### src/rtl/rxf_pkg.sv
// Shared types and the CRC-32 byte step for the destination address filter.
// Assumes reflected CRC-32, consumed least significant bit first.
package rxf_pkg;

    typedef enum logic [1:0] {
        FM_OWN     = 2'b00,
        FM_HASH    = 2'b01,
        FM_ALLMC   = 2'b10,
        FM_PROMISC = 2'b11
    } filt_mode_e;

    localparam logic [31:0] CRC_POLY_REFL = 32'hEDB88320;

    // Advance a reflected CRC-32 by one byte, LSB of the byte first.
    function automatic logic [31:0] crc32_step_byte(input logic [31:0] crc_in,
                                                    input logic [7:0]  din);
        logic [31:0] c;
        c = crc_in;
        for (int b = 0; b < 8; b++) begin
            if (c[0] ^ din[b]) c = (c >> 1) ^ CRC_POLY_REFL;
            else               c = c >> 1;
        end
        return c;
    endfunction

endpackage

### src/rtl/rxf_addr_capture.sv
// Collects the first ADDR_BYTES bytes of a frame into an address register.
// Also gives a live view of the address in which the byte now on the input
// is already placed, so the decision can be registered on the last byte.
// Assumes sof arrives together with byte_valid on the first byte.
module rxf_addr_capture #(
    parameter int ADDR_BYTES = 6
) (
    input  logic                    clk,
    input  logic                    rst_n,
    input  logic                    byte_valid,
    input  logic                    sof,
    input  logic [7:0]              byte_data,
    output logic                    take_byte,
    output logic                    first_byte,
    output logic                    last_byte,
    output logic [8*ADDR_BYTES-1:0] addr_live
);
    localparam int CW = $clog2(ADDR_BYTES + 1);

    logic [CW-1:0] cnt_q;
    logic          active_q;
    logic [CW-1:0] cur_idx;

    // Byte position of the current input and whether it belongs to the address.
    always_comb begin
        cur_idx    = sof ? '0 : cnt_q;
        first_byte = byte_valid && sof;
        take_byte  = byte_valid && (sof || active_q);
        last_byte  = take_byte && (cur_idx == CW'(ADDR_BYTES - 1));
    end

    // Track progress through the address field.
    always_ff @(posedge clk) begin
        if (!rst_n) begin
            cnt_q    <= '0;
            active_q <= 1'b0;
        end else if (take_byte) begin
            cnt_q    <= cur_idx + CW'(1);
            active_q <= (cur_idx != CW'(ADDR_BYTES - 1));
        end
    end

    generate
        for (genvar g = 0; g < ADDR_BYTES; g++) begin : g_lane
            logic [7:0] lane_q;
            logic       hit;
            assign hit = take_byte && (cur_idx == CW'(g));
            // Store this byte lane when its position arrives.
            always_ff @(posedge clk) begin
                if (!rst_n)   lane_q <= '0;
                else if (hit) lane_q <= byte_data;
            end
            assign addr_live[8*g +: 8] = hit ? byte_data : lane_q;
        end
    endgenerate

    p_cnt_range_r9: assert property (@(posedge clk) disable iff (!rst_n)
        cnt_q <= CW'(ADDR_BYTES));

    p_done_stops_r9: assert property (@(posedge clk) disable iff (!rst_n)
        (last_byte && !first_byte) |=> !active_q);

endmodule

### src/rtl/rxf_hash_crc.sv
// Runs a reflected CRC-32 over the address bytes as they arrive and gives the
// multicast hash index from the upper CRC bits, including the current byte.
// Assumes take_byte/first_byte come from the address capture stage.
module rxf_hash_crc #(
    parameter int HASH_BITS = 6
) (
    input  logic                 clk,
    input  logic                 rst_n,
    input  logic                 take_byte,
    input  logic                 first_byte,
    input  logic [7:0]           byte_data,
    output logic [HASH_BITS-1:0] hash_idx
);
    import rxf_pkg::*;

    logic [31:0] crc_q;
    logic [31:0] crc_next;

    // Seed on the first byte, otherwise continue from the stored remainder.
    always_comb begin
        crc_next = crc32_step_byte(first_byte ? 32'hFFFF_FFFF : crc_q, byte_data);
        hash_idx = crc_next[31 -: HASH_BITS];
    end

    // Keep the running remainder between address bytes.
    always_ff @(posedge clk) begin
        if (!rst_n)         crc_q <= 32'hFFFF_FFFF;
        else if (take_byte) crc_q <= crc_next;
    end

    p_crc_idle_stable_r6: assert property (@(posedge clk) disable iff (!rst_n)
        !take_byte |=> $stable(crc_q));

endmodule

### src/rtl/rxf_decide.sv
// Classifies the captured address, applies the filter mode and registers the
// decision and status flags on the last address byte; clears on a new frame.
// Assumes addr_live and hash_idx already include the byte on the input.
module rxf_decide #(
    parameter int ADDR_BYTES = 6,
    parameter int HASH_BITS  = 6
) (
    input  logic                    clk,
    input  logic                    rst_n,
    input  logic                    rx_en,
    input  logic                    first_byte,
    input  logic                    last_byte,
    input  logic [8*ADDR_BYTES-1:0] addr_live,
    input  logic [8*ADDR_BYTES-1:0] station_addr,
    input  logic [(1<<HASH_BITS)-1:0] hash_table,
    input  logic [HASH_BITS-1:0]    hash_idx,
    input  logic [1:0]              filt_mode,
    output logic                    result_valid,
    output logic                    accept,
    output logic                    phys_match,
    output logic                    mcast_filt_match,
    output logic                    bcast_seen,
    output logic                    mcast_seen,
    output logic                    hash_bit_latched
);
    import rxf_pkg::*;

    logic phys_c, bcast_c, mcast_c, hit_c, mfilt_c, accept_c;

    // Address classes, hash lookup and the mode ladder.
    always_comb begin
        phys_c  = (addr_live == station_addr);
        bcast_c = &addr_live;
        mcast_c = addr_live[0] && !bcast_c;
        hit_c   = hash_table[hash_idx];
        mfilt_c = mcast_c && hit_c;
        unique case (filt_mode_e'(filt_mode))
            FM_OWN:     accept_c = phys_c;
            FM_HASH:    accept_c = phys_c || bcast_c || mfilt_c;
            FM_ALLMC:   accept_c = phys_c || bcast_c || mcast_c;
            FM_PROMISC: accept_c = 1'b1;
            default:    accept_c = 1'b0;
        endcase
    end

    // Register the decision on the last byte, drop it when a new frame begins.
    always_ff @(posedge clk) begin
        if (!rst_n || (first_byte && !last_byte)) begin
            result_valid     <= 1'b0;
            accept           <= 1'b0;
            phys_match       <= 1'b0;
            mcast_filt_match <= 1'b0;
            bcast_seen       <= 1'b0;
            mcast_seen       <= 1'b0;
        end else if (last_byte) begin
            result_valid     <= 1'b1;
            accept           <= accept_c;
            phys_match       <= phys_c;
            mcast_filt_match <= mfilt_c;
            bcast_seen       <= bcast_c;
            mcast_seen       <= mcast_c;
        end
    end

    // Sticky copy of the hash-select output while receive is enabled.
    always_ff @(posedge clk) begin
        if (!rst_n)                  hash_bit_latched <= 1'b0;
        else if (last_byte && rx_en) hash_bit_latched <= hit_c;
    end

    p_mfilt_needs_mcast_r6: assert property (@(posedge clk) disable iff (!rst_n)
        mcast_filt_match |-> mcast_seen);

    p_bc_mc_excl_r5: assert property (@(posedge clk) disable iff (!rst_n)
        !(bcast_seen && mcast_seen));

    p_own_accepted_r7: assert property (@(posedge clk) disable iff (!rst_n)
        (result_valid && phys_match) |-> accept);

    p_clear_after_sof_r8: assert property (@(posedge clk) disable iff (!rst_n)
        (first_byte && !last_byte) |=> !result_valid);

    p_idle_zero_r8: assert property (@(posedge clk) disable iff (!rst_n)
        !result_valid |-> !(accept || phys_match || bcast_seen || mcast_seen));

    p_hold_r9: assert property (@(posedge clk) disable iff (!rst_n)
        (result_valid && !first_byte) |=>
            (result_valid && $stable(accept) && $stable(phys_match) &&
             $stable(mcast_filt_match) && $stable(bcast_seen) && $stable(mcast_seen)));

    p_latch_frozen_r10: assert property (@(posedge clk) disable iff (!rst_n)
        !rx_en |=> $stable(hash_bit_latched));

endmodule

### src/rtl/rx_da_filter.sv
// Destination address receive filter: address capture, CRC hash index and
// the accept decision with its status flags. Synchronous active-low reset.
// Assumes one byte per cycle at most and sof only on a frame's first byte.
module rx_da_filter #(
    parameter int ADDR_BYTES = 6,
    parameter int HASH_BITS  = 6
) (
    input  logic        clk,
    input  logic        rst_n,
    input  logic        rx_en,
    input  logic        byte_valid,
    input  logic        sof,
    input  logic [7:0]  byte_data,
    input  logic [47:0] station_addr,
    input  logic [63:0] hash_table,
    input  logic [1:0]  filt_mode,
    output logic        result_valid,
    output logic        accept,
    output logic        phys_match,
    output logic        mcast_filt_match,
    output logic        bcast_seen,
    output logic        mcast_seen,
    output logic        hash_bit_latched
);
    localparam int AW = 8 * ADDR_BYTES;
    localparam int TW = 1 << HASH_BITS;

    logic                 take_byte, first_byte, last_byte;
    logic [AW-1:0]        addr_live;
    logic [HASH_BITS-1:0] hash_idx;

    rxf_addr_capture #(.ADDR_BYTES(ADDR_BYTES)) u_cap (
        .clk        (clk),
        .rst_n      (rst_n),
        .byte_valid (byte_valid),
        .sof        (sof),
        .byte_data  (byte_data),
        .take_byte  (take_byte),
        .first_byte (first_byte),
        .last_byte  (last_byte),
        .addr_live  (addr_live)
    );

    rxf_hash_crc #(.HASH_BITS(HASH_BITS)) u_crc (
        .clk        (clk),
        .rst_n      (rst_n),
        .take_byte  (take_byte),
        .first_byte (first_byte),
        .byte_data  (byte_data),
        .hash_idx   (hash_idx)
    );

    rxf_decide #(.ADDR_BYTES(ADDR_BYTES), .HASH_BITS(HASH_BITS)) u_dec (
        .clk              (clk),
        .rst_n            (rst_n),
        .rx_en            (rx_en),
        .first_byte       (first_byte),
        .last_byte        (last_byte),
        .addr_live        (addr_live),
        .station_addr     (station_addr[AW-1:0]),
        .hash_table       (hash_table[TW-1:0]),
        .hash_idx         (hash_idx),
        .filt_mode        (filt_mode),
        .result_valid     (result_valid),
        .accept           (accept),
        .phys_match       (phys_match),
        .mcast_filt_match (mcast_filt_match),
        .bcast_seen       (bcast_seen),
        .mcast_seen       (mcast_seen),
        .hash_bit_latched (hash_bit_latched)
    );

    p_valid_after_last_r8: assert property (@(posedge clk) disable iff (!rst_n)
        last_byte |=> result_valid);

endmodule

### config.mk
export PLATFORM = sky130hd
export DESIGN_NAME = rx_da_filter
export DESIGN_NICKNAME = d
export VERILOG_FILES = /design/src/rtl/rxf_pkg.sv /design/src/rtl/rxf_addr_capture.sv /design/src/rtl/rxf_hash_crc.sv /design/src/rtl/rxf_decide.sv /design/src/rtl/rx_da_filter.sv
export SDC_FILE = /design/constraint.sdc
export NUM_CORES = 1
export LEC_CHECK = 0
export BUFFER_PORTS_ARGS = -buffer_cell sky130_fd_sc_hd__buf_2
export CAP_MARGIN = 5
export CORE_ASPECT_RATIO = 0.5
export CORE_MARGIN = 2
export CORE_UTILIZATION = 40
export CTS_BUF_LIST = sky130_fd_sc_hd__clkbuf_4
export DETAILED_ROUTE_END_ITERATION = 7
export SYNTH_ARGS = -nofsm -noshare
export SYNTH_HDL_FRONTEND = slang
export SYNTH_SLANG_ARGS = --single-unit
### constraint.sdc
create_clock -name clk -period 3.3 [get_ports clk]
set_clock_uncertainty 0.05 [all_clocks]
set_input_delay 0.66 -clock clk [delete_from_list [all_inputs] [get_ports clk]]
set_output_delay 0.66 -clock clk [all_outputs]
set_load 0.02 [all_outputs]
# Word-level counts from Yosys, hierarchy flattened
# Index checks and enable logic that the tools add are counted.
# totals
wordCells	86
output_inout_bits	7
inputBits	127
regBits	91
# classes
magnitude_cmp	1
reduce_logical	23
n_eq_ne	10
muxes	19
n_bitwise	16
n_addsub	1
# op_table
operator	n
$mux W32	9
$not A13 Y14	8
$eq A48 B48 Y1	1
$mux W8	6
$reduce_and A48 Y1	1
$logic_and A1 B1 Y1	12
$xor A1 B1 Y1	8
$lt A6 B7 Y1 const B	1
$bmux W1 S6	1
$eq A3 B2 Y1 const B	2
$eq A3 B3 Y1 const B	2
$logic_or A1 B1 Y1	5
$eq A2 B2 Y1 const B	2
$pmux W1 S4	1
$add A3 B1 Y3 const B	1
$eq A3 B1 Y1 const B	1
$logic_not A1 Y1	3
$logic_not A3 Y1	1
$mux W3	1
$ne A3 B3 Y1 const B	1
$eq A2 B1 Y1 const B	1
$logic_not A2 Y1	1
$mux W1	1

# Longest topological paths before layout
# depth
ltp_word	23
ltp_mapped	14
mapped_depth_nobuf	12

# Modules after synthesis
# Synthesis repeated with hierarchy kept, for this count alone.
# unflattened
hier_cells	709
hier_area_um2	6595.1
# by_module_without_submodules
mod	area_each_um2	instances	seq_area_each_um2	cells_each
rxf_addr_capture	2695.1	1	1041.0	280
rxf_hash_crc	2275.9	1	640.6	260
rxf_decide	1624.1	1	140.1	169

# Worst setup path after synthesis
# Ideal clock, no wire load.
# synth_path
kind	input -> register
start	input byte_valid
end	register u_dec.mcast_filt_match
path_stages	13
slack_ns	0.080
t_arrival_ns	3.074
t_required_ns	3.154
n_path_buf	4
setup_ns	0.096
path_cell_list	buf_6 and2_4 buf_6 nor2_8 xnor3_1 xnor3_1 buf_6 buf_6 mux2_2 a21oi_1 nor4_1 nand4b_2 o41ai_2
# synth_between
elab_chain_len	18
word_cells_on_any_way	47
classes_between	mux: 17; bitwise: 15; reduce/logical: 15
# synth_rtl
element	line	text
start, declared	rx_da_filter.sv:11	input logic byte_valid,
$logic_and A1 B1 Y1	rxf_addr_capture.sv:27	first_byte = byte_valid && sof;
$mux W32	rxf_hash_crc.sv:21	crc_next = crc32_step_byte(first_byte ? 32'hFFFF_FFFF : crc_q, byte_data);
$mux W32 (2 in series)	rxf_pkg.sv:20	if (c[0] ^ din[b]) c = (c >> 1) ^ CRC_POLY_REFL;
$xor A1 B1 Y1	rxf_pkg.sv:20	
$mux W32	rxf_pkg.sv:20	
$not A13 Y14 (no source line)	-	
$mux W32	rxf_pkg.sv:20	
$not A13 Y14 (no source line)	-	
$mux W32 (2 in series)	rxf_pkg.sv:20	
$not A13 Y14 (no source line)	-	
$mux W32	rxf_pkg.sv:20	
$not A13 Y14 (no source line)	-	
$mux W32	rxf_pkg.sv:20	
$bmux W1 S6	rxf_decide.sv:35	hit_c = hash_table[hash_idx];
$mux W1 (implied by the code)	rxf_decide.sv:35	
$logic_and A1 B1 Y1	rxf_decide.sv:36	mfilt_c = mcast_c && hit_c;
end signal, assigned	rxf_decide.sv:59	mcast_filt_match <= mfilt_c;
end, declared	rxf_decide.sv:21	output logic mcast_filt_match,
# Parallel ways exist; a longest one is shown, timed or not. The select of a mux whose other input is x is not followed.
# A chain may end at the register's enable or synchronous reset.

# Final worst setup path
# layout_path
start	input sof
end	register u_dec.accept
# layout_between
elab_chain_len	20
word_cells_on_any_way	60
classes_between	eq/ne: 6; mux: 19; bitwise: 15; reduce/logical: 20
# layout_rtl
element	line	text
start, declared	rx_da_filter.sv:12	input logic sof,
$logic_and A1 B1 Y1	rxf_addr_capture.sv:27	
$mux W32	rxf_hash_crc.sv:21	
$mux W32 (2 in series)	rxf_pkg.sv:20	
$xor A1 B1 Y1	rxf_pkg.sv:20	
$mux W32	rxf_pkg.sv:20	
$not A13 Y14 (no source line)	-	
$mux W32	rxf_pkg.sv:20	
$not A13 Y14 (no source line)	-	
[3 not listed]	-	
$mux W32	rxf_pkg.sv:20	
$not A13 Y14 (no source line)	-	
$mux W32	rxf_pkg.sv:20	
$bmux W1 S6	rxf_decide.sv:35	
$mux W1 (implied by the code)	rxf_decide.sv:35	
$logic_and A1 B1 Y1	rxf_decide.sv:36	
$logic_or A1 B1 Y1	rxf_decide.sv:39	FM_HASH: accept_c = phys_c || bcast_c || mfilt_c;
$pmux W1 S4	rxf_decide.sv:37	unique case (filt_mode_e'(filt_mode))
end signal, assigned	rxf_decide.sv:57	accept <= accept_c;
end, declared	rxf_decide.sv:19	output logic accept,
# Parallel ways exist; a longest one is shown, timed or not. The select of a mux whose other input is x is not followed.

==> flow_summary.json <==
{
  "die_area_sq_um": 16060,
  "rows": 31,
  "grt-busiest-layer": "met2",
  "syn_to_final_growth_pct": 26.91,
  "peakVddDrop_mv": 0.1974,
  "synth.area.top_cells": "dfxtp_1 (30%), xnor2_1 (16%), mux2i_1 (10%), nor2_1 (6.0%), o211ai_1 (4.0%)",
  "clk_pin_slew_ns": 0.16,
  "drt_pass1_iterations": 5,
  "grt_overflow_total": 0,
  "h-tree-depth": 3,
  "layout_min_cycle_time_ns": 3.276,
  "final_util_pct": 52.37,
  "worstSetupPathType": "input port to flop",
  "tightest_slew_ns": 0.7312,
  "drt-total-wl_microns": 16500,
  "worstReg2RegEnd": "u_dec.accept",
  "drc": 0,
  "setup_slack_ns": 0.02389,
  "yosys_warnings": 0,
  "cts.hold.buffers_added": 0,
  "cts_buffer_depth": 2,
  "die_h_microns": 90.62,
  "synth_area_sq_um": 6002,
  "num_antenna_cells": 0,
  "pin_count": 134,
  "dp_hpwl_microns": 12680,
  "met3_usage_pct": 3.914,
  "drtIter0Drc": 243,
  "fin_hold_ws_ns": 0.4152,
  "ys.flop_type": "dfxtp_1",
  "synth_top_area_cell": "dfxtp_1",
  "relSlewSlack_pct": 50.95,
  "start_kind": "input port",
  "grt_start_max_net_pins": 64,
  "wire_per_inst_microns": 15.63,
  "yosysTopAreaCellShare_pct": 30.35,
  "r2r_setup_slack_ns": 0.03,
  "min_path_type": "input port to flop",
  "fmax_ghz": 0.3052,
  "ys_async_sr_fraction_pct": 0,
  "port_buffers": 133,
  "required_ns": 3.67,
  "status": "complete, no violations",
  "synth_cell_type_count": 61,
  "core_area_sq_um": 14550,
  "numCtsBuffers": 9,
  "gp_congestion": 0.8369,
  "syn-num-nets": 786,
  "arrival_ns": 3.65,
  "vias": 5230,
  "nets": 984,
  "rsz0062_at_grt": "true",
  "cts_tree": "built",
  "crit_end": "u_dec.accept",
  "antenna_found_initial": 0,
  "p_leak_nw": 3.442,
  "use_met1_pct": 28.57,
  "setup_viol": 0,
  "worst-r2r-cell-count": 13,
  "cp-end-kind": "flop",
  "drv_cap": 0,
  "worstSetupStartpoint": "sof",
  "synth_seq_cells": 91,
  "vias_per_cell": 4.953,
  "ys_seq_area_share_pct": 30.35,
  "clkSinkCount": 91,
  "met2_usage_pct": 35.41,
  "start_util_pct": 41.26,
  "final_hold_viol_count": 0,
  "synth_edf_count": 0,
  "post-place-ws_ns": -0.4983,
  "regToRegStartpoint": "u_cap.active_q",
  "first_global_vias": 5368,
  "grt_pass1_wl_microns": 27110,
  "cp_max_fo": 9,
  "clock_latency_ns": 0.48,
  "root_buffer": "clkbuf_4",
  "yosysMostFrequentCell": "xnor2_1",
  "synthTopCellsByCount": "xnor2_1 (113), nor2_1 (96), dfxtp_1 (91), mux2i_1 (61), nand2_1 (54)",
  "maxSlewViolCount": 0,
  "synth_cells": 655,
  "ant_nets": 0,
  "track_usage_pct": 21.34,
  "fin_crit_sh_pct": 99.28,
  "syn_area_per_cell_sq_um": 9.163,
  "die_w_microns": 177.2,
  "min-delay-start": "rx_en",
  "p_per_area_nw_per_um2": 528.6,
  "drive_gt1_share_pct": 35.08
}
## flip-flops by register name (all words and copies together), names as in the netlist
register                count
u_cap.active_q              1
u_cap.cnt_q                 3
u_cap.g_lane.lane_q        48
u_crc.crc_q                32
u_dec.accept                1
u_dec.bcast_seen            1
u_dec.hash_bit_latched      1
u_dec.mcast_filt_match      1
u_dec.mcast_seen            1
u_dec.phys_match            1
u_dec.result_valid          1
## worst max-delay path, cell delays in order
cell and delay (ns):
buf_2 0.16, buf_4 0.16, nand2b_1 0.14, ha_1 0.21, nand2_2 0.22, buf_4 0.19, mux2i_2 0.36, xnor2_1 0.11
nor3_1 0.18, nand4_1 0.24, o41ai_2 0.35, o311ai_1 0.17, a221o_1 0.38, a31oi_1 0.13
## area by class of cell
| type | count | area [sq um] |
|---|---|---|
| multi-input cells | 511 | 3920 |
| inverters | 5 | 18.77 |
| clock inverters | 7 | 81.33 |
| well taps | 198 | 247.7 |
| fillers | 1410 | 6928 |
| repair buffers | 235 | 1456 |
| clock buffers | 9 | 67.56 |
| flip-flops and latches | 91 | 1826 |
## kinds of logic (layout without fill, tap and decap cells)
group,after synthesis,count (layout),synth area share [%]
xor+xnor,143,143,22.68
mux,78,78,15.30
buf+inv,53,256,5.211
simple gates,213,213,16.64
flops,91,91,30.35
fa+ha+maj,4,4,0.8339
compound gates,73,73,8.985
## cells in the final DEF, fill, tap and decap left out, types with 4 or more instances in the layout
cell type,Yosys,final
buf_2,7,133
xnor2_1,113,113
buf_4,4,100
nor2_1,96,96
dfxtp_1,91,88
mux2i_1,61,57
nand2_1,54,54
o211ai_1,32,32
xor2_1,21,21
nor4_1,19,17
nand3_1,12,12
a21oi_1,11,11
mux4_2,9,9
mux2i_2,6,9
clkbuf_4,0,9
nand4_1,7,7
a211oi_1,5,5
a31oi_1,5,5
inv_1,4,4
o21ai_0,4,4
ha_1,4,4
inv_6,0,4
## stage by stage
stage	instances	TNS, ns	instance area, sq um	total power, mW
finish	1056	0	7617	4.027
floorplan	655	0	6002	2.724
global route	1056	-0.05586	7617	4.277
detailed placement	1037	-1.679	7401	3.335
global placement	1037	-1.265	7401	3.302
CTS	1053	0	7550	4.030
## power breakdown
part / internal, mW / switching [mW] / total (mW) / leakage [nW]
combinational: 1.14 / 0.975 / 2.12 / 2.61
sequential: 1.16 / 0.0506 / 1.22 / 0.744
clock: 0.246 / 0.447 / 0.693 / 0.0836
total: 2.55 / 1.47 / 4.03 / 3.44
## metal layers
metal	wire (microns)	share of wire, %	vias up
li1	-	-	2648
met1	7967	48	2446
met2	7620	46	112
met3	678	4.1	24
met4	234	1.4	0
met5	0	0	-
## timing repair
item | CTS | global route
gates resized for setup | 0 | 13
setup buffers | 0 | 3
setup endpoints to repair | 0 | 5
## how the worst min path moves through the flow
stage,to,slack (ns),cells after the start
2_1_floorplan,u_crc.crc_q[26],0.39,2
3_3_place_gp,u_dec.phys_match,0.40,2
3_5_place_dp,u_dec.phys_match,0.40,2
4_1_cts,u_dec.hash_bit_latched,0.39,3
5_1_grt,u_dec.hash_bit_latched,0.38,3
6_report,u_dec.hash_bit_latched,0.42,3
(Power assumes the default switching activity.)
